File: src/rtl/fbf_pkg.sv
package fbf_pkg;

    localparam int FBF_ADDR_W = 16;
    localparam int FBF_DATA_W = 16;
    localparam int FBF_LEN_W  = 8;
    localparam int FBF_ROW_W  = 8;

    typedef logic [FBF_ADDR_W-1:0] fb_addr_t;
    typedef logic [FBF_DATA_W-1:0] fb_data_t;
    typedef logic [FBF_LEN_W-1:0]  fb_len_t;

    typedef enum logic [1:0] {
        SEL_LEN   = 2'd0,
        SEL_START = 2'd1,
        SEL_DATA  = 2'd2,
        SEL_NONE  = 2'd3
    } reg_sel_e;

    typedef struct packed {
        logic     take;
        reg_sel_e sel;
        fb_data_t wdata;
    } reg_req_t;

    // Advance within the row: carry stops at the row boundary.
    function automatic fb_addr_t row_step(fb_addr_t a);
        fb_addr_t n;
        n = a;
        n[FBF_ROW_W-1:0] = a[FBF_ROW_W-1:0] + 1'b1;
        return n;
    endfunction

endpackage

File: src/rtl/fbf_regfile.sv
module fbf_regfile
    import fbf_pkg::*;
(
    input  logic     clk,
    input  logic     rst,
    input  reg_req_t req,
    input  logic     step,
    output fb_len_t  len_q,
    output fb_addr_t start_q,
    output fb_data_t data_q
);

    always_ff @(posedge clk) begin
        if (rst) begin
            len_q   <= '0;
            start_q <= '0;
            data_q  <= '0;
        end else begin
            if (req.take && req.sel == SEL_LEN)
                len_q <= req.wdata[FBF_LEN_W-1:0];
            if (req.take && req.sel == SEL_DATA)
                data_q <= req.wdata;
            if (req.take && req.sel == SEL_START)
                start_q <= fb_addr_t'(req.wdata);
            else if (step)
                start_q <= row_step(start_q);
        end
    end

endmodule

File: src/rtl/fbf_sequencer.sv
module fbf_sequencer
    import fbf_pkg::*;
(
    input  logic    clk,
    input  logic    rst,
    input  logic    launch,
    input  fb_len_t len,
    input  logic    fb_select,
    input  logic    mem_ready,
    output logic    busy,
    output logic    bank,
    output logic    step
);

    fb_len_t remain;

    assign step = busy && mem_ready;

    always_ff @(posedge clk) begin
        if (rst) begin
            busy   <= 1'b0;
            bank   <= 1'b0;
            remain <= '0;
        end else if (busy) begin
            if (mem_ready) begin
                remain <= remain - 1'b1;
                if (remain == fb_len_t'(1))
                    busy <= 1'b0;
            end
        end else if (launch && len != '0) begin
            busy   <= 1'b1;
            remain <= len;
            bank   <= ~fb_select;
        end
    end

endmodule

File: src/rtl/fb_fill_engine.sv
module fb_fill_engine
    import fbf_pkg::*;
(
    input  logic        clk,
    input  logic        rst,
    input  logic        reg_wr_en,
    input  logic [1:0]  reg_sel,
    input  logic [15:0] reg_wdata,
    output logic        reg_wr_ready,
    input  logic        fb_select,
    output logic        busy,
    output logic [7:0]  len_q,
    output logic [15:0] start_q,
    output logic [15:0] data_q,
    output logic        mem_wr_en,
    output logic        mem_bank,
    output logic [15:0] mem_addr,
    output logic [15:0] mem_wdata,
    input  logic        mem_ready
);

    reg_req_t req;
    logic     step;
    logic     run;
    fb_len_t  len_r;
    fb_addr_t start_r;
    fb_data_t data_r;

    assign reg_wr_ready = ~run;
    assign req.take     = reg_wr_en && ~run;
    assign req.sel      = reg_sel_e'(reg_sel);
    assign req.wdata    = fb_data_t'(reg_wdata);

    fbf_regfile u_regs (
        .clk     (clk),
        .rst     (rst),
        .req     (req),
        .step    (step),
        .len_q   (len_r),
        .start_q (start_r),
        .data_q  (data_r)
    );

    fbf_sequencer u_seq (
        .clk       (clk),
        .rst       (rst),
        .launch    (req.take && req.sel == SEL_DATA),
        .len       (len_r),
        .fb_select (fb_select),
        .mem_ready (mem_ready),
        .busy      (run),
        .bank      (mem_bank),
        .step      (step)
    );

    assign busy      = run;
    assign len_q     = len_r;
    assign start_q   = start_r;
    assign data_q    = data_r;
    assign mem_wr_en = run;
    assign mem_addr  = start_r;
    assign mem_wdata = data_r;

endmodule

File: config.mk
export PLATFORM = sky130hd
export DESIGN_NAME = fb_fill_engine
export DESIGN_NICKNAME = d
export VERILOG_FILES = /design/src/rtl/fbf_pkg.sv /design/src/rtl/fbf_regfile.sv /design/src/rtl/fbf_sequencer.sv /design/src/rtl/fb_fill_engine.sv
export SDC_FILE = /design/constraint.sdc
export NUM_CORES = 1
export LEC_CHECK = 0
export ABC_CLOCK_PERIOD_IN_PS = 3200
export BUFFER_PORTS_ARGS = -buffer_cell sky130_fd_sc_hd__buf_2
export CORE_ASPECT_RATIO = 0.5
export CORE_MARGIN = 4
export CORE_UTILIZATION = 52
export DETAILED_ROUTE_END_ITERATION = 7
export GPL_ROUTABILITY_DRIVEN = 0
export PLACE_DENSITY_LB_ADDON = 0.05
export SETUP_SLACK_MARGIN = 0.4
export SLEW_MARGIN = 25
export SYNTH_ARGS = -nofsm -noshare
export SYNTH_HDL_FRONTEND = slang
export SYNTH_SLANG_ARGS = --single-unit
File: constraint.sdc
create_clock -name clk -period 3.2 [get_ports clk]
set_input_delay 0.48 -clock clk [delete_from_list [all_inputs] [get_ports clk]]
set_output_delay 0.48 -clock clk [all_outputs]
set_load 0.05 [all_outputs]
After elaboration in Yosys (flattened, before gate mapping)
Index checks and enable logic that the tools add are counted.
{ "totals": {"mem_count": 0, "ramBits": 0, "output_inout_bits": 76, "latch_bits": 0, "mem_bits_ro": 0, "reg_bits": 50, "word_cells": 36} }
{ "classes": {"add_sub_neg": 2, "n_eq_ne": 4, "shift": 0, "mul": 0, "n_mux": 9, "order_cmp": 0, "n_reduce_logical": 12, "n_bitwise": 2, "div_mod_pow": 0} }
{ "ops": {"columns": ["op", "n"], "rows": [
  ["8-bit two-way mux", 4],
  ["16-bit two-way mux", 1],
  ["8-bit by 1-bit adder with 8-bit output (second input constant)", 1],
  ["8-bit by 1-bit equality test with 1-bit output (second input constant)", 1],
  ["8-bit nonzero test", 1],
  ["8-bit by 1-bit subtractor with 8-bit output (second input constant)", 1],
  ["1-bit logical AND", 6],
  ["1-bit two-way mux", 4],
  ["2-bit AND reduction", 2],
  ["2-bit nonzero test", 2],
  ["2-bit by 1-bit equality test with 1-bit output (second input constant)", 1],
  ["2-bit equality test (second input constant)", 1],
  ["2-bit zero test", 1],
  ["2-bit inequality test (second input constant)", 1],
  ["1-bit inverter", 2]
]} }

Depth between registers and ports, before layout
{ "logic_depth": {"depth_word": 6, "ltp_mapped": 6, "ltp_nobuf": 6} }

Modules after synthesis
Synthesis repeated with hierarchy kept, for this count alone.
{ "hier_totals": {"cells_unflattened": 285, "area_unflattened_um2": 2402.3} }
{ "by_module_without_submodules": {"columns": ["mod", "area_each_um2", "n_inst", "seq_area_each_um2", "cells_each"], "rows": [
  ["fbf_regfile", 1536.5, 1, 800.8, 179],
  ["fbf_sequencer", 593.1, 1, 200.2, 70],
  ["fb_fill_engine", 272.8, 1, 0.0, 36]
]} }

Least setup slack after synthesis
Ideal clock, no wire load.
{ "synth_timing": {"kind": "reg-to-output", "start": "register u_seq.busy", "end": "output reg_wr_ready", "t_arrival_ns": 1.410, "stages_incl_launch_ff": 4, "setup_slack_ns": 1.310, "required_ns": 2.720, "n_path_buf": 2, "cell_sequence": "dfxtp_1 > buf_6 > inv_1 > clkbuf_1"} }
{ "synth_via": {"elab_chain_len": 1} }
{ "synth_lines": {"columns": ["item", "line", "text"], "rows": [
  ["start: declaration", "fbf_sequencer.sv:10", "output logic busy,"],
  ["start signal: assignment", "fbf_sequencer.sv:21", "busy <= 1'b0;"],
  ["start signal: assignment", "fbf_sequencer.sv:28", "busy <= 1'b0;"],
  ["start signal: assignment", "fbf_sequencer.sv:31", "busy <= 1'b1;"],
  ["1-bit inverter (no source line)", null, null],
  ["end: declaration", "fb_fill_engine.sv:9", "output logic reg_wr_ready,"]
]} }
Every way passes these cells.

Worst setup path in the final report
Same ends and word-level chain as after synthesis.

==> metrics <==
multiplexer share of the synthesized area=0.8028%; Antenna Nets Post-Route=0; Num CTS Buffers=5; Leakage=1.260 nW; # IOs=99; Sequential Area=between 0.001 and 0.0015 sq mm; required time of the critical path=2.72 ns; PostCTS Resize Cnt=0; simple-gate area share of the yosys netlist=23.03%; Tmin final=2.204 ns; layout cell share with drive strength beyond 1=a little under a third; Longest Clk Path Bufs=2; Rel. slew slack=roughly a third; CTS Hold Buffers Added=0; xor-xnor portion of the synthesized cell area=less than 1%; final wirelength=6239 um; R2R depth=4; crit start category=flop; measured slew at the worst slew-check pin=0.9734 ns; Ys Warns=0; DR vias=~2400; crit path capture=reg_wr_ready; First-pass DRT Iterations=5; peak supply drop=0.2775 mV; Clock Skew=about 0.007 ns; Initial DRC Count=~110; worst reg2reg startpoint=u_seq.busy; Initial Util=55.30%; Seq/Total Area, Yosys=40.14%; Unique masters post-synth=47; Synth Flop Type=dfxtp_1; ANT cells=0; Die ar.=0.006035 sq mm; global route overflow=0; Clk Latency, worst-skew pair=0.30 ns; P&R area growth vs syn=13.75%; Final WS setup=0.9959 ns; mean post-synth cell area=7.916 sq um; Cells after Synth=315; die height=56.97 um; crit end category=output port; WP data arrival=1.72 ns; Post-route DRC=0; Final Net Count=just under 400; final worst-path cycle share=68.88%; compound-gate portion of the synthesized area=19.87%; area of the core=approximately 0.0045 sq mm; Max-cap violations=0; pwr dens=457.8 mW/mm^2; Tot GR Track Use=20.08%; main combinational cell family by area after synthesis=simple AND/OR/NAND/NOR gates; clock net sink count=50; flop-to-flop setup slack=1.14 ns; critical path start-end classification=flop to output port; hpwl dp=4577 um; final setup fails=0; min-delay worst type=input port to flop; setup TNS=0 ns; Synthesized Nets=341; die width=105.9 um; RSZ-0062 raised after global routing=no; DR vias/cell=5.388; initial antenna violation count=0; reg2reg end=u_regs.data_q[4]; CTS tree=done; clk slew on worst S/H paths=0.09 ns; Slew Limit Fails=0; EDFF count, synth=0; status=completed; num rows=17; vias in the first global route=2129; Final Power=1.298 mW; fill count=436; Fin. Hold Viols=0; Yosys reg bits=50; global-route wire length before repair=10090 um; Max Clock Freq=453.7 MHz; Port Buffers=98; wire length per cell=14.24 um; Critical Path Start=u_seq.busy; Post-CTS Setup Inserts=0; crit path max fanout=20; Clock Tree Root=clkbuf_8; share of flip-flops with an asynchronous set or reset=0%; DP Worst Slack=1.190 ns; multi-input logic area=about 0.0011 sq mm; cell area after synthesis=0.002494 sq mm; Adder-Cell Fraction of Synth Area=1.505%; pin count of the biggest net entering global routing=between 50 and 60; Max H-tree Level=2
-- through the flow --
| stage | area, sq um | utilization, % | std cells | hold WS [ns] |
|---|---|---|---|---|
| finish | 2836 | 62.90 | 438 | 0.3534 |
| global route | 2836 | 62.90 | 438 | 0.3484 |
| CTS | 2836 | 62.90 | 438 | 0.3501 |
| detailed placement | 2746 | 60.90 | 430 | 0.4591 |
| global placement | 2746 | 60.90 | 430 | 0.4497 |
| floorplan | 2494 | - | 315 | 0.4533 |
-- final cells by class --
| cell class | count | area share [%] |
|---|---|---|
| multi-input combinational | 209 | 40.27 |
| sequential | 50 | 35.29 |
| timing repair buffer | 99 | 17.56 |
| tap | 66 | 2.911 |
| clock buffer | 5 | 2.426 |
| inverter | 6 | 0.7940 |
| clock inverter | 3 | 0.7499 |
-- worst min path at each step --
| stage | endpoint | start | slack (ns) | depth (start not counted) |
|---|---|---|---|---|
| after global routing | u_seq.bank | fb_select | 0.35 | 2 |
| after detailed placement | u_regs.start_q[12] | u_regs.start_q[12] | 0.46 | 2 |
| final | u_seq.bank | fb_select | 0.35 | 2 |
| after CTS | u_seq.bank | fb_select | 0.35 | 2 |
| after floorplan | u_seq.remain[7] | u_seq.remain[7] | 0.45 | 2 |
| after global placement | u_regs.start_q[12] | u_regs.start_q[12] | 0.45 | 2 |
-- where the power goes --
part	switching [mW]	internal [mW]
clock	0.219	0.154
sequential	0.0216	0.642
combinational	0.197	0.0650
total	0.437	0.861
-- cell usage in the layout, fill, tap and decap left out, drive strengths merged, types with 2 or more instances in the layout --
master | synthesis | layout
a32oi | 2 | 2
clkinv | 0 | 2
nand2b | 5 | 5
a2bb2oi | 2 | 2
nor2 | 15 | 15
and3 | 3 | 3
o32ai | 5 | 5
buf | 41 | 99
a211oi | 2 | 2
o21ai | 7 | 7
a21oi | 49 | 49
inv | 6 | 6
ha | 3 | 3
a22oi | 3 | 3
nor3 | 4 | 4
clkbuf | 9 | 5
nand3 | 8 | 8
mux2i | 2 | 2
a31oi | 4 | 4
and2 | 2 | 2
nand2 | 75 | 75
or4 | 2 | 2
nor4 | 2 | 2
dfxtp | 50 | 50
-- layer usage --
metal  global-route usage, %  vias to the layer above  share of wire, %
met4                   2.399                        0              0.29
met1                   25.82                     1097                44
li1                        -                     1158                 -
met5                       0                        -                 0
met3                   4.746                        4               8.8
met2                   35.87                      101                47
-- synthesized netlist by cell type (4+ instances only) --
library cell,instances,area share [%]
a21oi_1,49,9.8
a31oi_1,4,1.0
buf_2,5,1.0
buf_4,33,9.9
clkbuf_1,8,1.2
dfxtp_1,50,40
inv_1,6,0.90
nand2_1,74,11
nand2b_1,5,1.3
nand3_1,8,1.6
nor2_1,14,2.1
nor3_1,4,0.80
o21ai_0,6,1.2
o32ai_1,5,1.8
-- registers in the layout, indices dropped and copies added, names as in the netlist --
register	cells
u_regs.len_q	8
u_regs.start_q	16
u_regs.data_q	16
u_seq.bank	1
u_seq.remain	8
u_seq.busy	1
-- worst max-delay path, stage by stage, from the launching register on --
cell	delay (ns)
dfxtp_1	0.74
inv_1	0.37
buf_2	0.32
-- logic make-up (layout without fill, tap and decap cells) --
kind of cell	after synthesis	in the layout
xor+xnor	1	1
flops	50	50
simple gates	123	123
fa+ha+maj	3	3
mux	2	2
buf+inv	56	113
compound gates	80	80
(Power assumes the default switching activity.)
